==> src/rtl/sr_pkg.sv <==
package sr_pkg;

  typedef enum logic [3:0] {
    ST_IDLE   = 4'd0,
    ST_PALL   = 4'd1,
    ST_TRP    = 4'd2,
    ST_ENTER  = 4'd3,
    ST_SELF   = 4'd4,
    ST_UNGATE = 4'd5,
    ST_CKEUP  = 4'd6,
    ST_RECOV  = 4'd7,
    ST_GRANT  = 4'd8
  } sr_state_e;

  // A wait of count c lasts max(c,1) cycles: the timer is expired at 0 or 1.
  function automatic bit cnt_expired(int unsigned c);
    return c <= 1;
  endfunction

  // Number of cycles spent in a timed state for a programmed count.
  function automatic int unsigned wait_len(int unsigned n);
    return (n < 2) ? 1 : n;
  endfunction

endpackage

==> src/rtl/sr_timer.sv <==
module sr_timer #(
  parameter int CW = 4
) (
  input  logic          clk,
  input  logic          rst_n,
  input  logic          load,
  input  logic [CW-1:0] load_val,
  output logic          done
);
  import sr_pkg::*;

  logic [CW-1:0] cnt;

  assign done = cnt_expired(32'(cnt));

  always_ff @(posedge clk) begin
    if (!rst_n)       cnt <= '0;
    else if (load)    cnt <= load_val;
    else if (!done)   cnt <= cnt - 1'b1;
  end
endmodule

==> src/rtl/sr_fsm.sv <==
module sr_fsm #(
  parameter int CW = 4
) (
  input  logic              clk,
  input  logic              rst_n,
  input  logic              ev_start,
  input  logic              acc_req,
  input  logic              tmr_done,
  input  logic [CW-1:0]     cfg_trp,
  input  logic [CW-1:0]     cfg_tras,
  input  logic [CW-1:0]     cfg_txsr,
  output sr_pkg::sr_state_e state,
  output logic              tmr_load,
  output logic [CW-1:0]     tmr_val,
  output logic              ev_exit
);
  import sr_pkg::*;

  sr_state_e nxt;

  assign ev_exit = (state == ST_SELF) && tmr_done && acc_req;

  always_comb begin
    nxt      = state;
    tmr_load = 1'b0;
    tmr_val  = '0;
    unique case (state)
      ST_IDLE:   if (ev_start) nxt = ST_PALL;
      ST_PALL:   begin nxt = ST_TRP; tmr_load = 1'b1; tmr_val = cfg_trp; end
      ST_TRP:    if (tmr_done) nxt = ST_ENTER;
      ST_ENTER:  begin nxt = ST_SELF; tmr_load = 1'b1; tmr_val = cfg_tras; end
      ST_SELF:   if (ev_exit) nxt = ST_UNGATE;
      ST_UNGATE: nxt = ST_CKEUP;
      ST_CKEUP:  begin nxt = ST_RECOV; tmr_load = 1'b1; tmr_val = cfg_txsr; end
      ST_RECOV:  if (tmr_done) nxt = ST_GRANT;
      ST_GRANT:  nxt = ST_IDLE;
      default:   nxt = ST_IDLE;
    endcase
  end

  always_ff @(posedge clk) begin
    if (!rst_n) state <= ST_IDLE;
    else        state <= nxt;
  end
endmodule

==> src/rtl/sr_clk_gate.sv <==
module sr_clk_gate #(
  parameter int NCLK = 2
) (
  input  logic            clk,
  input  logic            rst_n,
  input  logic            wr,
  input  logic [NCLK-1:0] wdis,
  input  logic            accept,
  input  logic            release_all,
  output logic [NCLK-1:0] clk_en
);
  for (genvar k = 0; k < NCLK; k++) begin : g_clk
    logic stop_q;
    always_ff @(posedge clk) begin
      if (!rst_n)              stop_q <= 1'b0;
      else if (release_all)    stop_q <= 1'b0;
      else if (wr && accept)   stop_q <= wdis[k];
    end
    assign clk_en[k] = ~stop_q;
  end
endmodule

==> src/rtl/sr_power_ctrl.sv <==
module sr_power_ctrl #(
  parameter int CW   = 4,
  parameter int NCLK = 2
) (
  input  logic            clk,
  input  logic            rst_n,
  input  logic            ctl_we,
  input  logic            ctl_srf,
  input  logic [NCLK-1:0] ctl_clkdis,
  input  logic [CW-1:0]   cfg_trp,
  input  logic [CW-1:0]   cfg_tras,
  input  logic [CW-1:0]   cfg_txsr,
  input  logic            acc_req,
  output logic            cke,
  output logic            cmd_pall,
  output logic            cmd_sre,
  output logic            sr_active,
  output logic            aref_block,
  output logic            dll_rst,
  output logic [NCLK-1:0] clk_en,
  output logic            acc_go
);
  import sr_pkg::*;

  sr_state_e     state;
  logic          ev_start;
  logic          ev_exit;
  logic          tmr_load;
  logic          tmr_done;
  logic [CW-1:0] tmr_val;
  logic          gate_window;

  assign ev_start    = ctl_we && ctl_srf && (state == ST_IDLE);
  assign gate_window = (state == ST_ENTER) || (state == ST_SELF);

  sr_fsm #(.CW(CW)) u_fsm (
    .clk      (clk),
    .rst_n    (rst_n),
    .ev_start (ev_start),
    .acc_req  (acc_req),
    .tmr_done (tmr_done),
    .cfg_trp  (cfg_trp),
    .cfg_tras (cfg_tras),
    .cfg_txsr (cfg_txsr),
    .state    (state),
    .tmr_load (tmr_load),
    .tmr_val  (tmr_val),
    .ev_exit  (ev_exit)
  );

  sr_timer #(.CW(CW)) u_tmr (
    .clk      (clk),
    .rst_n    (rst_n),
    .load     (tmr_load),
    .load_val (tmr_val),
    .done     (tmr_done)
  );

  sr_clk_gate #(.NCLK(NCLK)) u_gate (
    .clk         (clk),
    .rst_n       (rst_n),
    .wr          (ctl_we),
    .wdis        (ctl_clkdis),
    .accept      (gate_window),
    .release_all (ev_exit),
    .clk_en      (clk_en)
  );

  always_comb begin
    cke        = 1'b1;
    cmd_pall   = 1'b0;
    cmd_sre    = 1'b0;
    sr_active  = 1'b0;
    aref_block = 1'b0;
    dll_rst    = 1'b0;
    acc_go     = 1'b0;
    unique case (state)
      ST_IDLE:   ;
      ST_PALL:   begin cmd_pall = 1'b1; aref_block = 1'b1; end
      ST_TRP:    aref_block = 1'b1;
      ST_ENTER:  begin cmd_sre = 1'b1; cke = 1'b0; sr_active = 1'b1;
                       aref_block = 1'b1; dll_rst = 1'b1; end
      ST_SELF,
      ST_UNGATE: begin cke = 1'b0; sr_active = 1'b1; aref_block = 1'b1;
                       dll_rst = 1'b1; end
      ST_CKEUP:  begin sr_active = 1'b1; aref_block = 1'b1; dll_rst = 1'b1; end
      ST_RECOV:  begin sr_active = 1'b1; aref_block = 1'b1; end
      ST_GRANT:  acc_go = 1'b1;
      default:   ;
    endcase
  end
endmodule

==> config.mk <==
export PLATFORM = sky130hd
export DESIGN_NAME = sr_power_ctrl
export DESIGN_NICKNAME = d
export VERILOG_FILES = /design/src/rtl/sr_pkg.sv /design/src/rtl/sr_timer.sv /design/src/rtl/sr_fsm.sv /design/src/rtl/sr_clk_gate.sv /design/src/rtl/sr_power_ctrl.sv
export SDC_FILE = /design/constraint.sdc
export NUM_CORES = 1
export LEC_CHECK = 0
export CELL_PAD_IN_SITES_DETAIL_PLACEMENT = 1
export CELL_PAD_IN_SITES_GLOBAL_PLACEMENT = 2
export CORE_MARGIN = 3
export CORE_UTILIZATION = 21
export DETAILED_ROUTE_END_ITERATION = 12
export PLACE_DENSITY = 0.8
export SLEW_MARGIN = 20
export SYNTH_ARGS = -nofsm -noshare
export SYNTH_HDL_FRONTEND = slang
export SYNTH_SLANG_ARGS = --single-unit
==> constraint.sdc <==
create_clock -name clk -period 1.5 [get_ports clk]
set_input_delay 0.225 -clock clk [delete_from_list [all_inputs] [get_ports clk]]
set_output_delay 0.225 -clock clk [all_outputs]
set_load 0.005 [all_outputs]
After elaboration in Yosys (flattened, before gate mapping)
Index checks and enable logic that the tools add are counted.
{ "op_classes": {"add_sub_neg": 1, "order_cmp": 1, "eq_ne": 13, "n_mux": 16, "bitwise_logic": 3, "reduce_logical": 14} }
{ "op_table": {"columns": ["operator", "n"], "rows": [
  ["4-bit case mux with 8 select lines", 1],
  ["4-bit two-way mux", 6],
  ["4-bit by 3-bit equality test with 1-bit output, second input constant", 4],
  ["4-bit case mux with 3 select lines", 1],
  ["4-bit by 2-bit equality test with 1-bit output, second input constant", 2],
  ["1-bit two-way mux", 8],
  ["7-bit OR reduction", 1],
  ["2-bit != test, second input constant", 3],
  ["3-bit OR reduction", 2],
  ["1-bit logical AND", 5],
  ["5-bit OR reduction", 1],
  ["4-bit by 1-bit equality test with 1-bit output, second input constant", 1],
  ["4-bit equality test, second input constant", 1],
  ["4-bit by 1-bit <= comparator with 1-bit output, second input constant", 1],
  ["4-bit zero test", 1],
  ["2-bit by 1-bit != test with 1-bit output, second input constant", 2],
  ["4-bit AND reduction", 1],
  ["4-bit OR reduction", 1],
  ["4-bit by 1-bit subtractor with 4-bit output, second input constant", 1],
  ["1-bit inverter", 3],
  ["2-bit OR reduction", 1],
  ["1-bit logical OR", 1]
]} }
{ "totals": {"ff_bits": 10, "inputBits": 19, "out_inout_bits": 9, "word_cells": 52} }

Longest topological paths before layout
{ "logic_depth": {"ltp_word": 5, "depth_mapped": 7, "ltp_nobuf": 6} }

Cells and area by module
From an unflattened synthesis, not the netlist that was laid out.
{ "unflattened": {"hier_cells": 90, "area_unflattened_um2": 812.0} }
{ "modules_own_cells": {"columns": ["mod", "n_inst", "cells_each", "area_each_um2", "seq_area_each_um2"], "rows": [
  ["sr_fsm", 1, 33, 326.6, 80.1],
  ["sr_timer", 1, 29, 271.5, 80.1],
  ["sr_power_ctrl", 1, 17, 120.1, 0.0],
  ["sr_clk_gate", 1, 11, 93.8, 40.0]
]} }

Least setup slack after synthesis
Ideal clock, no wire load.
{ "synth_path": {"kind": "flip-flop to flip-flop", "start": "register u_tmr.cnt[0]", "end": "register u_fsm.state[2]", "setup_ns": 0.086, "t_arrival_ns": 1.355, "required_time_ns": 1.414, "path_slack_ns": 0.060, "path_stages_with_launch": 8, "path_buffers": 1, "period_less_slack_ns": 1.440, "cell_sequence": "dfxtp_1 -> inv_1 -> ha_1 -> or2_1 -> buf_2 -> nand2_1 -> nor2_1 -> a211oi_1"} }
{ "synth_via": {"elab_chain_len": 5, "word_cells_on_any_way": 7, "cone_classes": "1 x order compare; 3 x eq/ne; 3 x reduce/logical"} }
{ "synth_rtl": {"columns": ["item", "line_no", "rtl"], "rows": [
  ["start: declaration", "sr_timer.sv:12", "logic [CW-1:0] cnt;"],
  ["start signal: assignment", "sr_timer.sv:18", "else if (load) cnt <= load_val;"],
  ["start signal: assignment", "sr_timer.sv:19", "else if (!done) cnt <= cnt - 1'b1;"],
  ["4-bit by 1-bit <= comparator with 1-bit output *", "sr_pkg.sv:17", "return c <= 1;"],
  ["1-bit logical AND (2 in a row)", "sr_fsm.sv:21", "assign ev_exit = (state == ST_SELF) && tmr_done && acc_req;"],
  ["2-bit != test (no source line)", null, null],
  ["4-bit AND reduction (no source line) *", null, null],
  ["end signal: assignment", "sr_fsm.sv:43", "else state <= nxt;"],
  ["end: declaration", "sr_fsm.sv:12", "output sr_pkg::sr_state_e state,"]
]} }
Every way passes the cells marked *; elsewhere a longest branch is shown, timed or not.
A chain may end at the register's enable or synchronous reset.

Final worst setup path
{ "layout_path": {"start": "register u_fsm.state[2]", "end": "output port cmd_sre"} }
{ "layout_via": {"elab_chain_len": 2} }
{ "layout_rtl": {"columns": ["item", "line_no", "rtl"], "rows": [
  ["4-bit by 2-bit equality test with 1-bit output", "sr_power_ctrl.sv:77", "unique case (state)"],
  ["1-bit two-way mux", "sr_power_ctrl.sv:77", null],
  ["end: declaration", "sr_power_ctrl.sv:16", "output logic cmd_sre,"]
]} }
No other way between the ends.

==> qor.yml <==
clocking:
  clk_latency_ns: 0.27
  cts-root-buf: "clkbuf_4"
  cts_tree: "done"
  cts_made_buffers: 3
  cts_max_path_buffers: 2
  cts_sinks: 10
  clk_pin_slew_ns: 0.08
  cts_htree_levels: 1
floorplanning:
  initial_core_util_pct: 22.2
  rows: 21
  core_mm2: 0.00342
  die-area_mm2: 0.00437
  die_y_um: 66.1
  num_io_pins: 28
  die_w_um: 66.1
sta:
  fin_hold_ws_ns: 0.515
  worst_pin_slew_ns: 0.293
  period_share_pct: 113
  fin_ws_ns: -0.196
  finClkSkew_ns: 0.00522
  finalSetupViolations: 2
  min_period_ns: 1.70
  drv_slew: 0
  max_clock_freq_ghz: 0.590
  rsz0062_at_grt: "yes"
  finalHoldViolations: 0
  maxSlewHeadroom_pct: 80.2
grt:
  track_usage_pct: 11.7
  grt_start_max_net_pins: 10
  antenna_found_initial: 0
  first_global_vias: 888
  grt_pass1_wl_mm: 3.97
  grt_overflow: 0
setup_path:
  start_kind: "flip-flop"
  slowest_stage: "clkdlybuf4s50_1"
  path_cells: "nand2b_2 > nor2_2 > clkdlybuf4s50_1"
  path_class: "flip-flop to primary output"
  required_ns: 1.27
  crit_fanout: 8
  path_depth: 3
  path_delay_family: "buffers and inverters"
  end_kind: "primary output"
  cp.arrival_ns: 1.47
  critical_path_buf_inv_count: 1
  crit_path_max_incr_delay_ns: 0.50
  r2r_cells: 5
routing:
  drt_pass1_iterations: 6
  num_vias: 833
  drt-initial-drc-count: 5
  drc: 0
  routed_wl_mm: 2.42
  avgViaCountPerCell: 4.45
  wl_per_cell_um: 12.9
  ant_nets: 0
power:
  internal_power_w: 0.000940
  pwr_density_cell_mw_per_mm2: 1180
  comb_power_share_pct: 57.9
  switching_share_pct: 38.1
  seqPwrFrac_pct: 25.5
  p_switching_w: 0.000580
  ir_drop_mv: 0.736
  p_leak_nw: 0.579
  p_clk_share_pct: 16.7
synthesis:
  yosys_warnings: 0
  synth.yosys.seq_area_share_pct: 26.4
  ys_ff_latch: 10
  syn-num-nets: 118
  synth_area_leader_cell: "dfxtp_1"
  yosys-top-cells-area: "dfxtp_1 (26%), a21oi_1 (5.9%), mux2i_1 (5.3%)"
  yosys-top-cells-count: "dfxtp_1 (10), a21oi_1 (9), nor2_1 (8)"
  synth-edff-count: 0
  synth.top_cell.area_share_pct: 26.4
  netlist_instances: 97
  post-synth-top-count-cell: "dfxtp_1"
  syn_avg_cell_area_um2: 7.82
  netlist_area_um2: 758
  synth.distinct_cells: 40
  synth-async-reset-ratio_pct: 0
  synthFlopType: "dfxtp_1"
hold_path:
  worstHoldPathType: "flip-flop to flip-flop"
  whs_path_depth: 2
cells_and_area:
  n_antenna_cell: 0
  seqCellArea_um2: 214
  multi_input_area_um2: 536
  final_net_count: 163
  utilization_pct: 37.6
  fillers: 428
  areaGrowthSynthToFinish_pct: 69.3
  drive_gt1_share_pct: 31.2
place:
  gp_congestion: 0.794
  hpwl_mm: 1.96
  portBuffers: 27
outcome:
  status: "complete, but fails checks"
  violations: "setup timing"
run:
  cap_violations: 0
## what timing repair did
action,4_1_cts,5_1_grt
setup endpoints to repair,16,12
setup buffers,0,2
gates resized for setup,12,17
hold buffers,0,0
pin swaps,1,1
## layout by cell type (no fill, tap or decap), drive strengths merged
cell / synthesis / routed
nand2: 3 / 3
xnor2: 1 / 1
nand2b: 5 / 5
and3b: 1 / 1
dlymetal6s2s: 0 / 2
buf: 6 / 20
o22a: 2 / 2
ha: 2 / 2
dfxtp: 10 / 10
nor3b: 2 / 2
or2: 2 / 2
o32ai: 1 / 1
mux2i: 4 / 4
and2: 2 / 2
o21bai: 2 / 2
nor4: 1 / 1
nand3b: 1 / 1
nor2b: 2 / 2
a31oi: 1 / 1
o21ai: 4 / 4
a21oi: 10 / 10
o31ai: 1 / 1
a21boi: 1 / 1
a211oi: 2 / 2
nor3: 4 / 4
or3: 1 / 1
nor2: 9 / 9
and4b: 1 / 1
dlygate4sd2: 0 / 1
clkdlybuf4s50: 0 / 22
clkbuf: 1 / 6
nor4bb: 1 / 1
xor2: 2 / 2
and3: 1 / 1
o22ai: 2 / 2
a21o: 1 / 1
inv: 7 / 7
o211a: 1 / 1
## per-layer routing
| layer | vias up | GRT usage, % | routed length, µm |
|---|---|---|---|
| met1 | 384 | 14.1 | 1110 |
| met4 | 0 | 4.31 | 13 |
| met5 | - | 0 | 0 |
| li1 | 430 | - | - |
| met3 | 2 | 2.38 | 93 |
| met2 | 17 | 20.1 | 1200 |
## registers in the layout, summed over array words and instances (netlist names)
register / cells
u_fsm.state: 4
u_gate.g_clk.stop_q: 2
u_tmr.cnt: 4
## logic make-up (layout without fill, tap and decap cells)
logic type	Yosys count	count (layout)	share of synthesized area (%)
AO/OA/AOI/OAI	28	28	23.9
XOR/XNOR	3	3	3.47
adder cells (fa/ha/maj)	2	2	3.30
buffers and inverters	14	58	8.75
flip-flops	10	10	26.4
multiplexers	4	4	5.28
AND/OR/NAND/NOR	36	36	28.9
## area by class of cell
type	count	share of cell area, %
inverters	7	2.05
flip-flops and latches	10	16.7
repair buffers	47	32.3
well taps	46	4.48
clock buffers	4	2.83
multi-input cells	73	41.7
## power groups by stage
| stage | registers, W | logic (W) | clock network (W) |
|---|---|---|---|
| after detailed placement | 0.000390 | 0.000798 | 0 |
| after floorplan | 0.000368 | 0.000493 | 0 |
| after CTS | 0.000386 | 0.000828 | 0.000259 |
| final | 0.000387 | 0.000879 | 0.000253 |
| after global placement | 0.000385 | 0.000763 | 0 |
| after global routing | 0.000393 | 0.000982 | 0.000276 |
## worst paths after layout
kind                                             start                      to  slack [ns]
worst max-delay path                    u_fsm.state[2]                 cmd_sre       -0.20
worst min-delay path            u_gate.g_clk[0].stop_q  u_gate.g_clk[0].stop_q        0.52
worst max register to register          u_fsm.state[2]            u_tmr.cnt[1]        0.07
worst min register to register  u_gate.g_clk[0].stop_q  u_gate.g_clk[0].stop_q        0.52
## through the flow
stage,area [µm²],TNS (ns),setup WS (ns),std cells,total power [W]
3_5_place_dp,1180,-0.683,-0.0924,181,0.00119
5_1_grt,1280,-0.546,-0.269,187,0.00165
4_1_cts,1230,-0.906,-0.242,185,0.00147
6_report,1280,-0.379,-0.196,187,0.00152
2_1_floorplan,758,0,0.0599,97,0.000861
3_3_place_gp,1180,-0.164,-0.0459,181,0.00115
## worst reg2reg max path: stages, from the launching register on
cell	delay [ns]
dfxtp_4	0.37
nand2b_2	0.21
buf_4	0.18
o22a_1	0.17
o32ai_2	0.29
a21oi_2	0.09
No activity file was read; power rests on OpenSTA's default activity.
